--- src/rtl/txdw_pkg.sv ---
package txdw_pkg;
  localparam int OWN_BIT    = 31;
  localparam int IC_BIT     = 30;
  localparam int LS_BIT     = 29;
  localparam int FS_BIT     = 28;
  localparam int CHAIN_BIT  = 20;
  localparam int DESC_WORDS = 4;

  typedef enum logic [3:0] {
    ST_IDLE, ST_FETCH, ST_CHECK, ST_LEN, ST_BUF, ST_NEXT, ST_EMIT, ST_WBACK, ST_SUSP
  } walkState_t;

  typedef struct packed {
    logic       loadBase;
    logic       rd;
    logic       wr;
    logic [1:0] wordSel;
    logic       capW0;
    logic       capLen;
    logic       capBuf;
    logic       capNxt;
    logic       emit;
    logic       advance;
    logic       setUnavail;
  } ctlStrb_t;
endpackage

--- src/rtl/txdw_ctrl.sv ---
module txdw_ctrl
  import txdw_pkg::*;
(
  input  logic     clk,
  input  logic     rstN,
  input  logic     startReq,
  input  logic     pollDemand,
  input  logic     ownSeen,
  output ctlStrb_t strb
);
  walkState_t state, nextState;

  always_ff @(posedge clk) begin
    if (!rstN) state <= ST_IDLE;
    else       state <= nextState;
  end

  always_comb begin
    strb      = '0;
    nextState = state;
    unique case (state)
      ST_IDLE: if (startReq) begin
        strb.loadBase = 1'b1;
        nextState     = ST_FETCH;
      end
      ST_FETCH: begin
        strb.rd      = 1'b1;
        strb.wordSel = 2'd0;
        nextState    = ST_CHECK;
      end
      ST_CHECK: begin
        strb.capW0 = 1'b1;
        if (ownSeen) begin
          strb.rd      = 1'b1;
          strb.wordSel = 2'd1;
          nextState    = ST_LEN;
        end else begin
          strb.setUnavail = 1'b1;
          nextState       = ST_SUSP;
        end
      end
      ST_LEN: begin
        strb.capLen  = 1'b1;
        strb.rd      = 1'b1;
        strb.wordSel = 2'd2;
        nextState    = ST_BUF;
      end
      ST_BUF: begin
        strb.capBuf  = 1'b1;
        strb.rd      = 1'b1;
        strb.wordSel = 2'd3;
        nextState    = ST_NEXT;
      end
      ST_NEXT: begin
        strb.capNxt = 1'b1;
        nextState   = ST_EMIT;
      end
      ST_EMIT: begin
        strb.emit = 1'b1;
        nextState = ST_WBACK;
      end
      ST_WBACK: begin
        strb.wr      = 1'b1;
        strb.wordSel = 2'd0;
        strb.advance = 1'b1;
        nextState    = ST_FETCH;
      end
      ST_SUSP: if (pollDemand) nextState = ST_FETCH;
      default: nextState = ST_IDLE;
    endcase
  end


  poll_refetch_chk: assert property (@(posedge clk) disable iff (!rstN)
    (state == ST_SUSP && pollDemand) |=> (strb.rd && strb.wordSel == 2'd0));


  suspend_quiet_chk: assert property (@(posedge clk) disable iff (!rstN)
    (state == ST_SUSP && !pollDemand) |=> !(strb.rd || strb.wr));
endmodule

--- src/rtl/txdw_path.sv ---
module txdw_path
  import txdw_pkg::*;
#(
  parameter int ADDR_W = 16,
  parameter int LEN_W  = 13
) (
  input  logic              clk,
  input  logic              rstN,
  input  ctlStrb_t          strb,
  input  logic [ADDR_W-1:0] listBase,
  input  logic [1:0]        statClr,
  input  logic [31:0]       memRdata,
  output logic              memRe,
  output logic              memWe,
  output logic [ADDR_W-1:0] memAddr,
  output logic [31:0]       memWdata,
  output logic              ownSeen,
  output logic              reqValid,
  output logic [31:0]       reqBufAddr,
  output logic [LEN_W-1:0]  reqLen,
  output logic              reqFirst,
  output logic              reqLast,
  output logic              txIntrFlag,
  output logic              txUnavailFlag
);
  localparam logic [ADDR_W-1:0] STRIDE = ADDR_W'(DESC_WORDS);

  logic [ADDR_W-1:0] curPtr;
  logic [31:0]       w0Q, bufQ, nxtQ;
  logic [LEN_W-1:0]  lenQ;
  logic              setIntr;

  always_ff @(posedge clk) begin
    if (!rstN) begin
      curPtr <= '0;
      w0Q    <= '0;
      bufQ   <= '0;
      nxtQ   <= '0;
      lenQ   <= '0;
    end else begin
      if (strb.loadBase)    curPtr <= listBase;
      else if (strb.advance) curPtr <= w0Q[CHAIN_BIT] ? nxtQ[ADDR_W-1:0] : curPtr + STRIDE;
      if (strb.capW0)  w0Q  <= memRdata;
      if (strb.capLen) lenQ <= memRdata[LEN_W-1:0];
      if (strb.capBuf) bufQ <= memRdata;
      if (strb.capNxt) nxtQ <= memRdata;
    end
  end

  assign setIntr = strb.wr && w0Q[IC_BIT] && w0Q[LS_BIT];

  always_ff @(posedge clk) begin
    if (!rstN) begin
      txIntrFlag    <= 1'b0;
      txUnavailFlag <= 1'b0;
    end else begin
      txIntrFlag    <= (txIntrFlag    && !statClr[0]) || setIntr;
      txUnavailFlag <= (txUnavailFlag && !statClr[1]) || strb.setUnavail;
    end
  end

  assign ownSeen    = memRdata[OWN_BIT];
  assign memRe      = strb.rd;
  assign memWe      = strb.wr;
  assign memAddr    = curPtr + ADDR_W'(strb.wordSel);
  assign reqValid   = strb.emit;
  assign reqBufAddr = bufQ;
  assign reqLen     = lenQ;
  assign reqFirst   = w0Q[FS_BIT];
  assign reqLast    = w0Q[LS_BIT];

  always_comb begin
    memWdata          = w0Q;
    memWdata[OWN_BIT] = 1'b0;
  end


  wb_follows_req_chk: assert property (@(posedge clk) disable iff (!rstN)
    reqValid |=> memWe);


  wb_own_clear_chk: assert property (@(posedge clk) disable iff (!rstN)
    memWe |-> !memWdata[OWN_BIT]);


  unavail_set_wins_chk: assert property (@(posedge clk) disable iff (!rstN)
    strb.setUnavail |=> txUnavailFlag);


  intr_source_chk: assert property (@(posedge clk) disable iff (!rstN)
    $rose(txIntrFlag) |-> $past(memWe));


  port_exclusive_chk: assert property (@(posedge clk) disable iff (!rstN)
    !(memRe && memWe));
endmodule

--- src/rtl/txdw_engine.sv ---
module txdw_engine
  import txdw_pkg::*;
#(
  parameter int ADDR_W = 16,
  parameter int LEN_W  = 13
) (
  input  logic              clk,
  input  logic              rstN,
  input  logic              startReq,
  input  logic              pollDemand,
  input  logic [ADDR_W-1:0] listBase,
  input  logic [1:0]        statClr,
  output logic              memRe,
  output logic              memWe,
  output logic [ADDR_W-1:0] memAddr,
  output logic [31:0]       memWdata,
  input  logic [31:0]       memRdata,
  output logic              reqValid,
  output logic [31:0]       reqBufAddr,
  output logic [LEN_W-1:0]  reqLen,
  output logic              reqFirst,
  output logic              reqLast,
  output logic              txIntrFlag,
  output logic              txUnavailFlag
);
  ctlStrb_t strb;
  logic     ownSeen;

  txdw_ctrl u_ctrl (
    .clk(clk), .rstN(rstN), .startReq(startReq), .pollDemand(pollDemand),
    .ownSeen(ownSeen), .strb(strb)
  );

  txdw_path #(.ADDR_W(ADDR_W), .LEN_W(LEN_W)) u_path (
    .clk(clk), .rstN(rstN), .strb(strb), .listBase(listBase), .statClr(statClr),
    .memRdata(memRdata), .memRe(memRe), .memWe(memWe), .memAddr(memAddr),
    .memWdata(memWdata), .ownSeen(ownSeen), .reqValid(reqValid),
    .reqBufAddr(reqBufAddr), .reqLen(reqLen), .reqFirst(reqFirst), .reqLast(reqLast),
    .txIntrFlag(txIntrFlag), .txUnavailFlag(txUnavailFlag)
  );
endmodule

--- config.mk ---
export PLATFORM = sky130hd
export DESIGN_NAME = txdw_engine
export DESIGN_NICKNAME = d
export VERILOG_FILES = /design/src/rtl/txdw_pkg.sv /design/src/rtl/txdw_ctrl.sv /design/src/rtl/txdw_path.sv /design/src/rtl/txdw_engine.sv
export SDC_FILE = /design/constraint.sdc
export NUM_CORES = 1
export LEC_CHECK = 0
export ABC_AREA = 1
export BUFFER_PORTS_ARGS = -buffer_cell sky130_fd_sc_hd__buf_2
export CAP_MARGIN = 20
export CORE_MARGIN = 2
export CORE_UTILIZATION = 51
export CTS_CLUSTER_DIAMETER = 200
export DETAILED_ROUTE_END_ITERATION = 10
export MAX_ROUTING_LAYER = met4
export PLACE_DENSITY = 0.88
export SLEW_MARGIN = 20
export SYNTH_ARGS = -nofsm -noshare
export SYNTH_HDL_FRONTEND = slang
export SYNTH_SLANG_ARGS = --single-unit
--- constraint.sdc ---
create_clock -name clk -period 3.4 [get_ports clk]
set_input_delay 1.02 -clock clk [delete_from_list [all_inputs] [get_ports clk]]
set_output_delay 1.02 -clock clk [all_outputs]
set_load 0.05 [all_outputs]
Word-level counts from Yosys, hierarchy flattened
Cells that the tools add are included.
{ "word_totals": {"reg_bits": 114, "in_bits": 54, "out_inout_bits": 100, "wordCells": 53} }
{ "op_classes": {"add_sub_neg": 2, "n_eq_ne": 10, "mux": 21, "reduce_logical": 12} }
{ "ops": {"columns": ["operator", "n"], "rows": [
  ["16-bit two-way mux", 3],
  ["4-bit one-hot mux with 9 select lines", 1],
  ["16-bit by 2-bit adder with 16-bit output", 1],
  ["16-bit by 3-bit adder with 16-bit output, second input constant", 1],
  ["4-bit by 3-bit == test with 1-bit output, second input constant", 4],
  ["1-bit two-way mux", 12],
  ["4-bit two-way mux", 3],
  ["4-bit by 2-bit == test with 1-bit output, second input constant", 2],
  ["2-bit one-hot mux with 3 select lines", 1],
  ["4-bit by 1-bit == test with 1-bit output, second input constant", 1],
  ["4-bit == test, second input constant", 1],
  ["1-bit logical AND", 4],
  ["4-bit zero test", 1],
  ["2-bit inequality test, second input constant", 2],
  ["3-bit OR reduction", 1],
  ["1-bit zero test", 2],
  ["1-bit logical OR", 2],
  ["1-bit one-hot mux with 2 select lines", 1],
  ["2-bit AND reduction", 1],
  ["2-bit nonzero test", 1]
]} }

Depth between registers and ports, before layout
{ "depth": {"ltp_word": 5, "mapped_depth": 12, "ltp_nobuf": 12} }

Hierarchy
A second synthesis with hierarchy kept.
{ "hier_totals": {"cells_unflattened": 676, "hier_area_um2": 4926.0} }
{ "by_module_without_submodules": {"columns": ["mod", "n_inst", "cells_per_inst", "area_per_inst_um2", "seq_area_each_um2"], "rows": [
  ["txdw_path", 1, 622, 4609.4, 2202.1],
  ["txdw_ctrl", 1, 54, 316.6, 80.1]
]} }

Least setup slack after synthesis
No wires, ideal clock.
{ "synth_timing": {"kind": "input to output", "start": "input port memRdata[31]", "end": "output port memAddr[8]", "arrival_time_ns": 2.813, "t_required_ns": 2.380, "setup_slack_ns": -0.433, "path_stages": 8, "path_buffers": 0, "cell_sequence": "nand2_1 > nand2_1 > ha_1 > inv_1 > fa_1 > inv_1 > nand2_1 > xnor2_1"} }
{ "synth_via": {"elab_chain_len": 3} }
{ "synth_rtl": {"columns": ["element", "line", "text"], "rows": [
  ["start: declaration", "txdw_engine.sv:17", "input logic [31:0] memRdata,"],
  ["1-bit two-way mux", "txdw_ctrl.sv:33", "if (ownSeen) begin"],
  ["2-bit one-hot mux with 3 select lines", "txdw_ctrl.sv:21", "unique case (state)"],
  ["16-bit by 2-bit adder with 16-bit output", "txdw_path.sv:65", "assign memAddr = curPtr + ADDR_W'(strb.wordSel);"],
  ["end: declaration", "txdw_engine.sv:15", "output logic [ADDR_W-1:0] memAddr,"]
]} }
Every way passes these cells.

Worst setup path in the final report
{ "layout_timing": {"start": "register u_ctrl.state[3]", "end": "output port memAddr[14]"} }
{ "layout_via": {"elab_chain_len": 3, "word_cells_on_any_way": 5, "cone_classes": "1 x add/sub; 3 x eq/ne; 1 x mux"} }
{ "layout_rtl": {"columns": ["element", "line", "text"], "rows": [
  ["start: declaration", "txdw_ctrl.sv:11", "walkState_t state, nextState;"],
  ["start signal: assignment", "txdw_ctrl.sv:15", "else state <= nextState;"],
  ["4-bit by 3-bit == test with 1-bit output / 4-bit by 2-bit == test with 1-bit output (equally long branches)", "txdw_ctrl.sv:21", null],
  ["2-bit one-hot mux with 3 select lines *", "txdw_ctrl.sv:21", null],
  ["16-bit by 2-bit adder with 16-bit output *", "txdw_path.sv:65", null]
]} }
Every way passes the cells marked *; elsewhere a longest branch is shown, timed or not.

==> results.py <==
metrics = {
    "routing": {
        "ant_nets": 0,
        "vias": 5153,
        "wl_mm": 14.7,
        "drt_iter0_drc": 309,
        "drc": 0,
        "post_drt_via_cell_ratio": 5.14,
        "routedWlPerCell_um": 14.7,
        "first_pass_iters": 5,
    },
    "sta": {
        "hold_viol": 0,
        "fin_worst_skew_ns": 0.0143,
        "fmax_mhz": 280,
        "min_period_over_period_pct": 105,
        "period_needed_ns": 3.57,
        "max_slew_margin_pct": 48.4,
        "setup_viol": 11,
        "rsz0062_at_grt": "yes",
        "layout_setup_ws_ns": -0.166,
        "worst_pin_slew_ns": 0.774,
        "hold_ws_ns": 0.446,
        "slew_viol_final": 0,
    },
    "floorplanning": {
        "die_height_um": 103,
        "rows": 36,
        "core_um2": 9640,
        "start_util_pct": 51.9,
        "io_pins": 154,
        "die_area_um2": 10600,
        "die_w_um": 103,
    },
    "setup_path": {
        "rrSetupSlack_ns": 1.23,
        "crit_fanout": 6,
        "critPathKind": "flip-flop to output port",
        "cp_top_family": "simple AND/OR/NAND/NOR gates",
        "arrival_ns": 2.55,
        "r2r_start": "u_ctrl.state[3]",
        "r2r_end": "u_ctrl.state[3]",
        "slowest_delay_ns": 0.47,
        "endpoint": "memAddr[14]",
        "cp.depth": 11,
        "path_buf_inv": 3,
        "cp_slowest_cell": "fa_2",
        "critPathCaptureType": "output port",
        "worstRegToRegCells": 9,
        "crit_start": "u_ctrl.state[3]",
        "required_ns": 2.38,
        "path_cells": "nor2_4 > inv_2 > nor3_4 > nand2_2 > nand2_2 > ha_4 > inv_2 > fa_2 > nor2_4 > xor2_4 > buf_6",
        "start_kind": "flip-flop",
    },
    "global_route": {
        "grt_usage_pct": 28.4,
        "grt_first_pass_wirelength_mm": 22.6,
        "grt_max_degree": 97,
        "grt_pass1_vias": 4760,
        "gr-total-overflow": 0,
        "antenna_found_initial": 1,
    },
    "run_status": {
        "status": "complete, but fails checks",
        "violations": "negative setup slack",
    },
    "clock_network": {
        "cts_root_buf": "clkbuf_8",
        "clk_latency_ns": 0.50,
        "cts.sinks": 114,
        "cts.clk_slew.worst_paths_ns": 0.06,
        "cts_buffers": 17,
        "cts_hold_buf": 0,
        "cts_buffer_depth": 2,
        "cts_tree": "yes",
        "htreeDepth": 4,
    },
    "run": {
        "drv_cap": 0,
    },
    "placement": {
        "place.port_buffers": 152,
        "post_dp_cell_area_um2": 6010,
        "gp_congestion": 0.927,
        "dp_hpwl_mm": 9.38,
    },
    "synthesis": {
        "ys_seq_area_share_pct": 45.6,
        "syn_inst": 694,
        "synth_cell_types": 37,
        "synth_warnings": 0,
        "synth_area_um2": 5000,
        "avgSynthCellArea_um2": 7.21,
        "synth_seq_cells": 114,
        "syn_nets": 752,
    },
    "final_layout": {
        "area_delta_synth_final_pct": 39.3,
        "layout_commonest_cell": "nor2_1",
        "fin_area_um2": 6970,
        "nets": 913,
        "seq_area_um2": 2290,
        "final_cell_mix": "181 x nor2_1, 138 x buf_2, 110 x dfxtp_1, 107 x o21ai_0, 66 x nand2_1",
        "fillers": 798,
        "drive_above_1_share_pct": 32.6,
        "multi_input_area_um2": 2610,
    },
    "power_and_ir_drop": {
        "p_leak_nw": 3.39,
        "totalPowerFinal_w": 0.00506,
        "p_per_area_nw_per_um2": 727,
        "peakVddDrop_mv": 0.583,
    },
    "worst_hold_path": {
        "worstHoldPathType": "flip-flop to flip-flop",
    },
}
cells by family after synthesis:
family | synth area share (%)
AND/OR/NAND/NOR | 25.5
XOR/XNOR | 2.97
adder cells (fa/ha/maj) | 1.15
AO/OA/AOI/OAI | 16.0
buffers and inverters | 8.45
flip-flops | 45.6
multiplexers | 0.200
other | 0.0749
timing repair:
action,4_1_cts,5_1_grt
hold endpoints to repair,0,0
setup buffers,6,11
pin swaps,13,13
gates resized for setup,48,35
setup endpoints to repair,15,15
report_power, final:
part	total, W	switching (W)	internal [W]
clock	0.00170	0.000651	0.00105
sequential	0.00167	0.000152	0.00152
combinational	0.00170	0.00121	0.000490
cell type report:
| cell class | count | area share [%] |
|---|---|---|
| flip-flops and latches | 114 | 32.9 |
| clock buffers | 17 | 5.94 |
| diodes | 1 | 0.0359 |
| well taps | 133 | 2.39 |
| multi-input cells | 483 | 37.4 |
| clock inverters | 15 | 2.28 |
| inverters | 55 | 2.96 |
| repair buffers | 184 | 16.0 |
synth_stat cells, drive strengths merged:
cell	number	area share, %
fa	1	0.40
o21ai	113	11
xor2	11	1.9
clkbuf	20	1.5
nor2	199	15
or2	2	0.25
xnor2	6	1.0
conb	1	0.075
nand4	1	0.13
buf	22	2.8
nand3	29	3.4
mux2i	1	0.20
a21oi	28	2.8
nand2	70	5.3
o21bai	3	0.45
a31oi	2	0.25
clkinv	2	0.15
o211ai	6	1.1
nor3	4	0.63
inv	53	4.0
ha	3	0.75
dfxtp	114	46
nand3b	1	0.15
o31ai	1	0.15
or3b	1	0.18
worst register-to-register path, stage by stage (launching register included):
cell	delay [ns]
dfxtp_4	0.36
nor2_4	0.11
inv_2	0.07
nor3_4	0.15
buf_4	0.14
buf_4	0.09
buf_4	0.29
inv_2	0.34
or2_1	0.35
a21oi_1	0.16
worst min path at each step:
stage / startpoint / to / slack [ns] / depth (start not counted)
after floorplan: u_path.nxtQ[13] / u_path.nxtQ[13] / 0.42 / 2
after global placement: u_path.nxtQ[8] / u_path.nxtQ[8] / 0.43 / 2
after detailed placement: u_path.nxtQ[8] / u_path.nxtQ[8] / 0.44 / 2
after CTS: u_path.nxtQ[8] / u_path.nxtQ[8] / 0.45 / 2
after global routing: u_path.nxtQ[9] / u_path.nxtQ[9] / 0.48 / 2
final: u_path.nxtQ[8] / u_path.nxtQ[8] / 0.45 / 2
state kept, by name, indices dropped and copies added (netlist names):
| register | flops |
|---|---|
| u_ctrl.state | 4 |
| u_path.curPtr | 16 |
| u_path.nxtQ | 16 |
| u_path.reqBufAddr | 32 |
| u_path.reqLen | 13 |
| u_path.txIntrFlag | 1 |
| u_path.txUnavailFlag | 1 |
| u_path.w0Q | 31 |
per-stage QoR:
step                setup TNS, ns  util [%]  std cells  worst slack, ns
CTS                         -1.62      70.3        991           -0.193
finish                      -1.26      72.3       1002           -0.166
detailed placement          -1.46      62.3        953           -0.228
floorplan                  -0.174         -        694           -0.174
global placement            -1.22      62.3        953           -0.209
global route                -2.57      72.3       1002           -0.278
layer usage:
metal,routed length (um),track usage [%],vias up
li1,-,-,2533
met1,6250,35.8,2378
met2,7190,44.3,217
met3,952,6.03,25
met4,305,12.2,0
met5,0,-,-
Power figures use the tool's default switching activity.
